===== src/rtl/spim_pkg.sv =====
`timescale 1ns/1ps
package spim_pkg;

    localparam int ADDR_W = 10;
    localparam int WORD_W = 32;
    localparam int BYTE_W = 8;
    localparam int DIV_W  = 3;

    localparam logic [ADDR_W-1:0] OFS_CTLA  = 10'h000;
    localparam logic [ADDR_W-1:0] OFS_CTLB  = 10'h004;
    localparam logic [ADDR_W-1:0] OFS_STAT  = 10'h008;
    localparam logic [ADDR_W-1:0] OFS_DATA  = 10'h00C;
    localparam logic [ADDR_W-1:0] OFS_POLY  = 10'h010;
    localparam logic [ADDR_W-1:0] OFS_RXCHK = 10'h014;
    localparam logic [ADDR_W-1:0] OFS_TXCHK = 10'h018;
    localparam logic [ADDR_W-1:0] OFS_ACFG  = 10'h01C;
    localparam logic [ADDR_W-1:0] OFS_APRE  = 10'h020;

    localparam logic [WORD_W-1:0] INIT_DATA  = 32'h0000_000C;
    localparam logic [WORD_W-1:0] INIT_POLY  = 32'h0000_0007;
    localparam logic [WORD_W-1:0] INIT_CHK   = 32'h0000_0000;
    localparam logic [WORD_W-1:0] INIT_ACFG  = 32'h0000_0000;
    localparam logic [WORD_W-1:0] INIT_APRE  = 32'h0000_0002;
    localparam logic [WORD_W-1:0] STAT_FIXED = 32'h0000_0008;

    localparam int CA_CPHA = 0;
    localparam int CA_CPOL = 1;
    localparam int CA_DIV  = 3;
    localparam int CA_EN   = 6;

    localparam int ST_RDY  = 0;
    localparam int ST_IDLE = 1;
    localparam int ST_BUSY = 7;

    typedef enum logic [1:0] {SH_IDLE, SH_RUN, SH_TAIL} shf_state_e;
    typedef enum logic {BUS_IDLE, BUS_RDWAIT} bus_state_e;

    typedef struct packed {
        logic             en;
        logic [DIV_W-1:0] div;
        logic             cpol;
        logic             cpha;
    } spi_mode_t;

    function automatic spi_mode_t decode_mode(input logic [WORD_W-1:0] ctl);
        spi_mode_t m;
        m.en   = ctl[CA_EN];
        m.div  = ctl[CA_DIV +: DIV_W];
        m.cpol = ctl[CA_CPOL];
        m.cpha = ctl[CA_CPHA];
        return m;
    endfunction

    function automatic logic [WORD_W-1:0] pack_status(input logic live, input logic rdy);
        logic [WORD_W-1:0] s;
        s          = STAT_FIXED;
        s[ST_RDY]  = rdy;
        s[ST_IDLE] = ~live;
        s[ST_BUSY] = live;
        return s;
    endfunction

endpackage


===== src/rtl/spim_clkdiv.sv =====
`timescale 1ns/1ps
module spim_clkdiv #(
    parameter int DIV_W = 3
) (
    input  logic             clk,
    input  logic             rst,
    input  logic             run,
    input  logic [DIV_W-1:0] div,
    output logic             tick
);
    localparam int CNT_W = (1 << DIV_W) - 1;

    logic [CNT_W-1:0] cnt;
    logic [CNT_W-1:0] limit;
    logic [CNT_W:0]   span;

    always_comb begin
        span  = (CNT_W+1)'(1) << div;
        limit = span[CNT_W-1:0] - 1'b1;
    end

    always_ff @(posedge clk) begin
        if (rst || !run)        cnt <= '0;
        else if (cnt == limit)  cnt <= '0;
        else                    cnt <= cnt + 1'b1;
    end

    assign tick = run && (cnt == limit);

    // the count never passes the limit of the selected divider
    assert_cnt_in_range_R8: assert property (@(posedge clk) disable iff (rst)
        run |-> (cnt <= limit));

endmodule


===== src/rtl/spim_shifter.sv =====
`timescale 1ns/1ps
module spim_shifter
    import spim_pkg::*;
#(
    parameter int BYTE_W = 8,
    parameter int DIV_W  = 3
) (
    input  logic              clk,
    input  logic              rst,
    input  logic              start,
    input  logic [BYTE_W-1:0] tx,
    input  spi_mode_t         mode,
    input  logic              miso,
    output logic              sclk,
    output logic              mosi,
    output logic              cs_n,
    output logic              busy,
    output logic              done,
    output logic [BYTE_W-1:0] rx
);
    localparam int EDGES = 2 * BYTE_W;
    localparam int EW    = $clog2(EDGES);
    localparam logic [EW-1:0] LAST_EDGE = EW'(EDGES - 1);

    shf_state_e        state;
    logic [BYTE_W-1:0] shreg, rxreg;
    logic [EW-1:0]     edge_idx;
    logic              sclk_q, cs_q, done_q, lat_cpol, lat_cpha, tick, lead;

    spim_clkdiv #(.DIV_W(DIV_W)) u_div (
        .clk  (clk),
        .rst  (rst),
        .run  (state == SH_RUN),
        .div  (mode.div),
        .tick (tick)
    );

    assign lead = ~edge_idx[0];

    always_ff @(posedge clk) begin
        if (rst) begin
            state    <= SH_IDLE;
            shreg    <= '0;
            rxreg    <= '0;
            edge_idx <= '0;
            sclk_q   <= 1'b0;
            cs_q     <= 1'b1;
            done_q   <= 1'b0;
            lat_cpol <= 1'b0;
            lat_cpha <= 1'b0;
        end else begin
            done_q <= 1'b0;
            case (state)
                SH_IDLE: if (start) begin
                    state    <= SH_RUN;
                    shreg    <= tx;
                    rxreg    <= '0;
                    edge_idx <= '0;
                    sclk_q   <= mode.cpol;
                    lat_cpol <= mode.cpol;
                    lat_cpha <= mode.cpha;
                    cs_q     <= 1'b0;
                end
                SH_RUN: if (tick) begin
                    sclk_q   <= ~sclk_q;
                    edge_idx <= edge_idx + 1'b1;
                    if (lead != lat_cpha)
                        rxreg <= {rxreg[BYTE_W-2:0], miso};
                    else if (!(lat_cpha && edge_idx == '0))
                        shreg <= shreg << 1;
                    if (edge_idx == LAST_EDGE)
                        state <= SH_TAIL;
                end
                SH_TAIL: begin
                    cs_q   <= 1'b1;
                    done_q <= 1'b1;
                    state  <= SH_IDLE;
                end
                default: state <= SH_IDLE;
            endcase
        end
    end

    assign sclk = (state == SH_IDLE) ? mode.cpol : sclk_q;
    assign mosi = shreg[BYTE_W-1];
    assign cs_n = cs_q;
    assign busy = (state != SH_IDLE);
    assign done = done_q;
    assign rx   = rxreg;

    // completion is a single-cycle event
    assert_done_pulse_R2: assert property (@(posedge clk) disable iff (rst)
        done_q |=> !done_q);
    // select is released whenever no exchange runs
    assert_cs_released_R2: assert property (@(posedge clk) disable iff (rst)
        (state == SH_IDLE) |-> cs_q);
    // the clock is back at its idle level before select rises
    assert_sclk_rest_R8: assert property (@(posedge clk) disable iff (rst)
        (state == SH_TAIL) |-> (sclk_q == lat_cpol));

endmodule


===== src/rtl/spim_ctrl.sv =====
`timescale 1ns/1ps
module spim_ctrl
    import spim_pkg::*;
(
    input  logic        clk,
    input  logic        rst,
    input  logic        bus_req,
    input  logic        bus_wr,
    input  logic [9:0]  bus_addr,
    input  logic [31:0] bus_wdata,
    output logic [31:0] bus_rdata,
    output logic        bus_ready,
    output logic        spi_sclk,
    output logic        spi_mosi,
    input  logic        spi_miso,
    output logic        spi_cs_n,
    output logic        irq
);
    logic [WORD_W-1:0] ctla, ctlb, data_q, rdata_q, rd_mux;
    logic              rxne, ready_q;
    bus_state_e        bst;
    spi_mode_t         mode;
    logic              shf_busy, shf_done, xfer_live, hit_data, acc, start;
    logic [BYTE_W-1:0] shf_rx, tx_byte;

    assign mode      = decode_mode(ctla);
    assign xfer_live = shf_busy | shf_done;
    assign hit_data  = (bus_addr == OFS_DATA);
    assign acc       = bus_req && !ready_q && (bst == BUS_IDLE) && !(hit_data && xfer_live);
    assign start     = acc && hit_data && mode.en;
    assign tx_byte   = bus_wr ? bus_wdata[BYTE_W-1:0] : data_q[BYTE_W-1:0];

    spim_shifter #(.BYTE_W(BYTE_W), .DIV_W(DIV_W)) u_shf (
        .clk   (clk),
        .rst   (rst),
        .start (start),
        .tx    (tx_byte),
        .mode  (mode),
        .miso  (spi_miso),
        .sclk  (spi_sclk),
        .mosi  (spi_mosi),
        .cs_n  (spi_cs_n),
        .busy  (shf_busy),
        .done  (shf_done),
        .rx    (shf_rx)
    );

    always_comb begin
        case (bus_addr)
            OFS_CTLA:  rd_mux = ctla;
            OFS_CTLB:  rd_mux = ctlb;
            OFS_STAT:  rd_mux = pack_status(xfer_live, rxne);
            OFS_DATA:  rd_mux = data_q;
            OFS_POLY:  rd_mux = INIT_POLY;
            OFS_RXCHK: rd_mux = INIT_CHK;
            OFS_TXCHK: rd_mux = INIT_CHK;
            OFS_ACFG:  rd_mux = INIT_ACFG;
            OFS_APRE:  rd_mux = INIT_APRE;
            default:   rd_mux = '0;
        endcase
    end

    always_ff @(posedge clk) begin
        if (rst) begin
            ctla    <= '0;
            ctlb    <= '0;
            data_q  <= INIT_DATA;
            rxne    <= 1'b0;
            rdata_q <= '0;
            ready_q <= 1'b0;
            bst     <= BUS_IDLE;
        end else begin
            ready_q <= 1'b0;
            if (shf_done) begin
                data_q <= WORD_W'(shf_rx);
                if (bst == BUS_RDWAIT) begin
                    rxne    <= 1'b0;
                    rdata_q <= WORD_W'(shf_rx);
                    ready_q <= 1'b1;
                    bst     <= BUS_IDLE;
                end else begin
                    rxne <= 1'b1;
                end
            end
            if (acc) begin
                if (bus_wr) begin
                    case (bus_addr)
                        OFS_CTLA: ctla   <= bus_wdata;
                        OFS_CTLB: ctlb   <= bus_wdata;
                        OFS_DATA: data_q <= bus_wdata;
                        default:  ;
                    endcase
                    ready_q <= 1'b1;
                end else if (hit_data && mode.en) begin
                    bst <= BUS_RDWAIT;
                end else begin
                    rdata_q <= rd_mux;
                    ready_q <= 1'b1;
                    if (hit_data) rxne <= 1'b0;
                end
            end
        end
    end

    assign bus_rdata = rdata_q;
    assign bus_ready = ready_q;
    assign irq       = rxne;

    // completion is signalled for one cycle only
    assert_ready_pulse_R3: assert property (@(posedge clk) disable iff (rst)
        bus_ready |=> !bus_ready);
    // a waiting read completes with its exchange and leaves receive-ready clear
    assert_read_finishes_R3: assert property (@(posedge clk) disable iff (rst)
        (bst == BUS_RDWAIT && shf_done) |=> (bus_ready && !rxne));
    // receive-ready only rises after an exchange has finished
    assert_rdy_from_xfer_R2: assert property (@(posedge clk) disable iff (rst)
        $rose(rxne) |-> $past(shf_done));
    // a data access during an exchange is not completed
    assert_data_held_R11: assert property (@(posedge clk) disable iff (rst)
        (bus_req && hit_data && shf_busy && bst == BUS_IDLE && !ready_q) |=> !bus_ready);

endmodule


===== config.mk =====
export PLATFORM = sky130hd
export DESIGN_NAME = spim_ctrl
export DESIGN_NICKNAME = d
export VERILOG_FILES = /design/src/rtl/spim_pkg.sv /design/src/rtl/spim_clkdiv.sv /design/src/rtl/spim_shifter.sv /design/src/rtl/spim_ctrl.sv
export SDC_FILE = /design/constraint.sdc
export NUM_CORES = 1
export LEC_CHECK = 0
export CAP_MARGIN = 30
export CELL_PAD_IN_SITES_DETAIL_PLACEMENT = 0
export CELL_PAD_IN_SITES_GLOBAL_PLACEMENT = 1
export CORE_ASPECT_RATIO = 1.75
export CORE_MARGIN = 2
export CORE_UTILIZATION = 30
export DETAILED_ROUTE_END_ITERATION = 8
export DONT_BUFFER_PORTS = 1
export HOLD_SLACK_MARGIN = 0.12
export PLACE_DENSITY = 0.64
export SETUP_SLACK_MARGIN = 0.2
export SLEW_MARGIN = 20
export SYNTH_ARGS = -nofsm -noshare
export SYNTH_HDL_FRONTEND = slang
export SYNTH_HIERARCHICAL = 1
export SYNTH_SLANG_ARGS = --single-unit

===== constraint.sdc =====
create_clock -name clk -period 7.9 [get_ports clk]
set_clock_uncertainty 0.1 [all_clocks]
set_input_delay 1.185 -clock clk [delete_from_list [all_inputs] [get_ports clk]]
set_output_delay 1.185 -clock clk [all_outputs]
set_load 0.005 [all_outputs]

==> results.toml <==
[logic_synthesis]
synth-seq-cells = 164
synth_compound_area_share_pct = 26.2
synth_top_family_by_area = "compound AO/OA/AOI/OAI gates"
yosysWarnings = 6
synthCells = 955
synth_edf_count = 0
synthArstFlopShare_pct = 0
synth_seq_area_share_pct = 40.5
syn_nets = 1005
synth_ff_type = "dfxtp_1"
syn_area_um2 = 8110
syn_area_per_cell_um2 = 8.49
synth-xor-area-share_pct = 0.864
yosys.area_share.simple_pct = 17.9
ys_types = 66
synth_fa_ha_area_share_pct = 0.463
synthMuxAreaShare_pct = 7.75

[route]
dr.pass1.iters = 5
vias = 7182
post_drt_wl_per_cell_um = 22.5
drt_iter0_drc = 584
drc = 0
ant_nets = 0
totalWireLength_um = 27600
routed_via_density = 5.86

[global_route]
antenna_found_initial = 0
grt_use_total_pct = 19.4
grt-ovfl-total = 0
grt_pass1_wl_um = 43100
grt_pass1_vias = 7110
grt_max_degree = 157

[setup_path]
worstSetupPathType = "reg -> reg"
endpoint_kind = "flip-flop"
rr_endpoint = "u_shf/shreg[5]$_SDFFE_PP0P_"
r2r_slack_ns = 4.07
crit_path_start_kind = "flip-flop"
critPathArrivalTime_ns = 4.07
r2r_start = "u_shf/state[0]$_SDFFE_PP0P_"
crit_required_ns = 8.14
r2r_cells = 9
path_max_fanout = 18

[final_layout]
fin_nets = 939
fin_util_pct = 33.1
area_growth_pct = 8.50
drive_above_1_share_pct = 9.65
antenna_cells = 0

[power]
p_per_area_nw_per_um2 = 198
vdd_ir_drop_max_uv = 143
leakagePower_nw = 2.81

[sta]
relSlewSlack_pct = 39.6
setup_viol = 0
worst_slew_pin_slew_ns = 0.906
final.period_utilization_pct = 48.4
hold_viol_final = 0
min_period_ns = 3.83
setup-tns-final_ns = 0
holdWs_ns = 0.370
rsz0062_at_grt = "false"
slew_viol_final = 0
clock.fmax_mhz = 261

[cts]
clk_latency_ns = 0.44
cts_setup_buffers = 0
tritoncts = "built"
cts_hold_buf = 0
htree_levels = 4
post_cts_resized = 0
root_buffer = "clkbuf_16"
cts_buffer_depth = 2
cts_buffers = 17
clkSlewWorstSetupHoldPaths_ns = 0.07
clock_sinks = 164

[place]
port_buffers = 0
gp_congestion = 0.778
hpwl_um = 16900

[floorplanning]
fp.dieW_um = 128
rows = 79
core_area_um2 = 26600
die_h_um = 221
io_pins = 84
die_area_um2 = 28400
start_util_pct = 30.5

[worst_hold_path]
min_path_cells = 2
hold_path_class = "reg -> reg"
min-delay-start = "ctla[20]$_SDFFE_PP0P_"
holdPathEnd = "ctla[20]$_SDFFE_PP0P_"

[run]
max_cap_viol_count = 0

[outcome]
status = "finished clean"
## cells in the final DEF, fill, tap and decap left out, types with 4 or more instances in the layout
cell       instances
a211oi_1          19
a21oi_1          140
a221oi_1           5
a311oi_1           8
and3_1             9
buf_4             13
clkbuf_16         17
dfxtp_1          163
inv_1             12
inv_6              5
mux2_2            14
mux2i_1           47
nand2_1           14
nand2b_1           7
nand3_1           99
nand4_1           34
nor2_1            22
nor2b_1           26
nor3_1             9
nor3_2             4
o211ai_1          27
o21ai_0           44
o21ai_1           62
o2bb2ai_1         24
o32ai_1            4
xnor2_1            5
## cells by family after synthesis
family	count (synthesis)
adder cells (fa/ha/maj)	3
buffers and inverters	113
AO/OA/AOI/OAI	352
flip-flops	164
AND/OR/NAND/NOR	254
XOR/XNOR	8
multiplexers	61
## registers in the layout (all words and copies together) (netlist names), 2 cells and up
register and flops:
bus_rdata 32, u_shf/u_div/cnt 7, u_shf/edge_idx 4, u_shf/state 2, u_shf/rx 8, data_q 32
ctla 32, ctlb 32, u_shf/shreg 8
## layer usage
metal	global-route usage (%)	up-vias	routed length, µm
li1	-	3446	-
met1	22.9	3499	10800
met2	34.1	195	14800
met3	4.20	42	1460
met4	6.70	0	590
met5	0	-	0
## critical path, cell delays in order, from the launching register on
cell and delay, ns:
dfxtp_1 0.47, nor2_1 0.51, inv_1 0.19, nor2_1 0.29, nand3_1 0.13, nor4_1 0.63
nand2b_1 0.30, a21oi_2 0.70, a21oi_1 0.13, a311oi_1 0.28
## cell type report
type | instances | area [µm²]
clock inverters | 14 | 165
well taps | 324 | 405
flip-flops and latches | 164 | 3280
clock buffers | 18 | 439
inverters | 13 | 48.8
repair buffers | 15 | 124
fillers | 2751 | 17800
multi-input cells | 678 | 4330
## power by group
part,switching (mW),internal (mW),total [mW]
Sequential,0.00163,0.827,0.829
Combinational,0.0355,0.0163,0.0518
Clock,0.381,0.485,0.865
## synthesized netlist by cell type, drive strengths merged, types with 2 or more instances
library cell | count | area, µm²
nor4 | 3 | 33.8
xnor2 | 5 | 43.8
a311oi | 8 | 70.1
o211ai | 28 | 215
dfxtp | 164 | 3280
a221oi | 5 | 43.8
nand4b | 2 | 17.5
a21oi | 141 | 709
or3b | 2 | 17.5
nor4bb | 2 | 20.0
nand3b | 3 | 22.5
nand2 | 14 | 52.6
a211oi | 19 | 143
or4 | 4 | 37.5
ha | 3 | 37.5
o21ai | 107 | 539
nor3 | 14 | 95.1
o2bb2ai | 24 | 210
nand4 | 34 | 213
o22ai | 2 | 12.5
nand3 | 99 | 495
and3 | 10 | 63.8
a22oi | 2 | 33.8
nor2 | 25 | 93.8
buf | 31 | 209
mux2 | 14 | 158
xor2 | 3 | 26.3
or2 | 2 | 12.5
inv | 12 | 45.0
nand2b | 7 | 43.8
clkbuf | 69 | 259
o32ai | 4 | 35.0
nor2b | 26 | 163
mux2i | 47 | 470
## how the worst max path moves through the flow
stage / start / endpoint / slack, ns / cells past startpoint
5_1_grt: u_shf/state[0]$_SDFFE_PP0P_ / u_shf/sclk_q$_SDFFE_PP0P_ / 3.63 / 9
4_1_cts: u_shf/state[0]$_SDFFE_PP0P_ / u_shf/shreg[5]$_SDFFE_PP0P_ / 4.09 / 9
2_1_floorplan: bus_addr[1] / u_shf/shreg[6]$_SDFFE_PP0P_ / 4.32 / 8
3_5_place_dp: bus_addr[1] / u_shf/shreg[5]$_SDFFE_PP0P_ / 3.69 / 6
3_3_place_gp: bus_addr[1] / u_shf/shreg[2]$_SDFFE_PP0P_ / 3.75 / 6
6_report: u_shf/state[0]$_SDFFE_PP0P_ / u_shf/shreg[5]$_SDFFE_PP0P_ / 4.07 / 9
## stage by stage
stage / instance area, µm² / total power, mW / setup slack, ns / cells
after floorplan: 8110 / 0.902 / 4.32 / 955
after global placement: 8170 / 0.899 / 3.75 / 1192
after detailed placement: 8180 / 0.899 / 3.69 / 1193
after CTS: 8790 / 1.76 / 4.09 / 1225
after global routing: 8800 / 1.80 / 3.63 / 1226
final: 8800 / 1.75 / 4.07 / 1226
(Power assumes the default switching activity.)
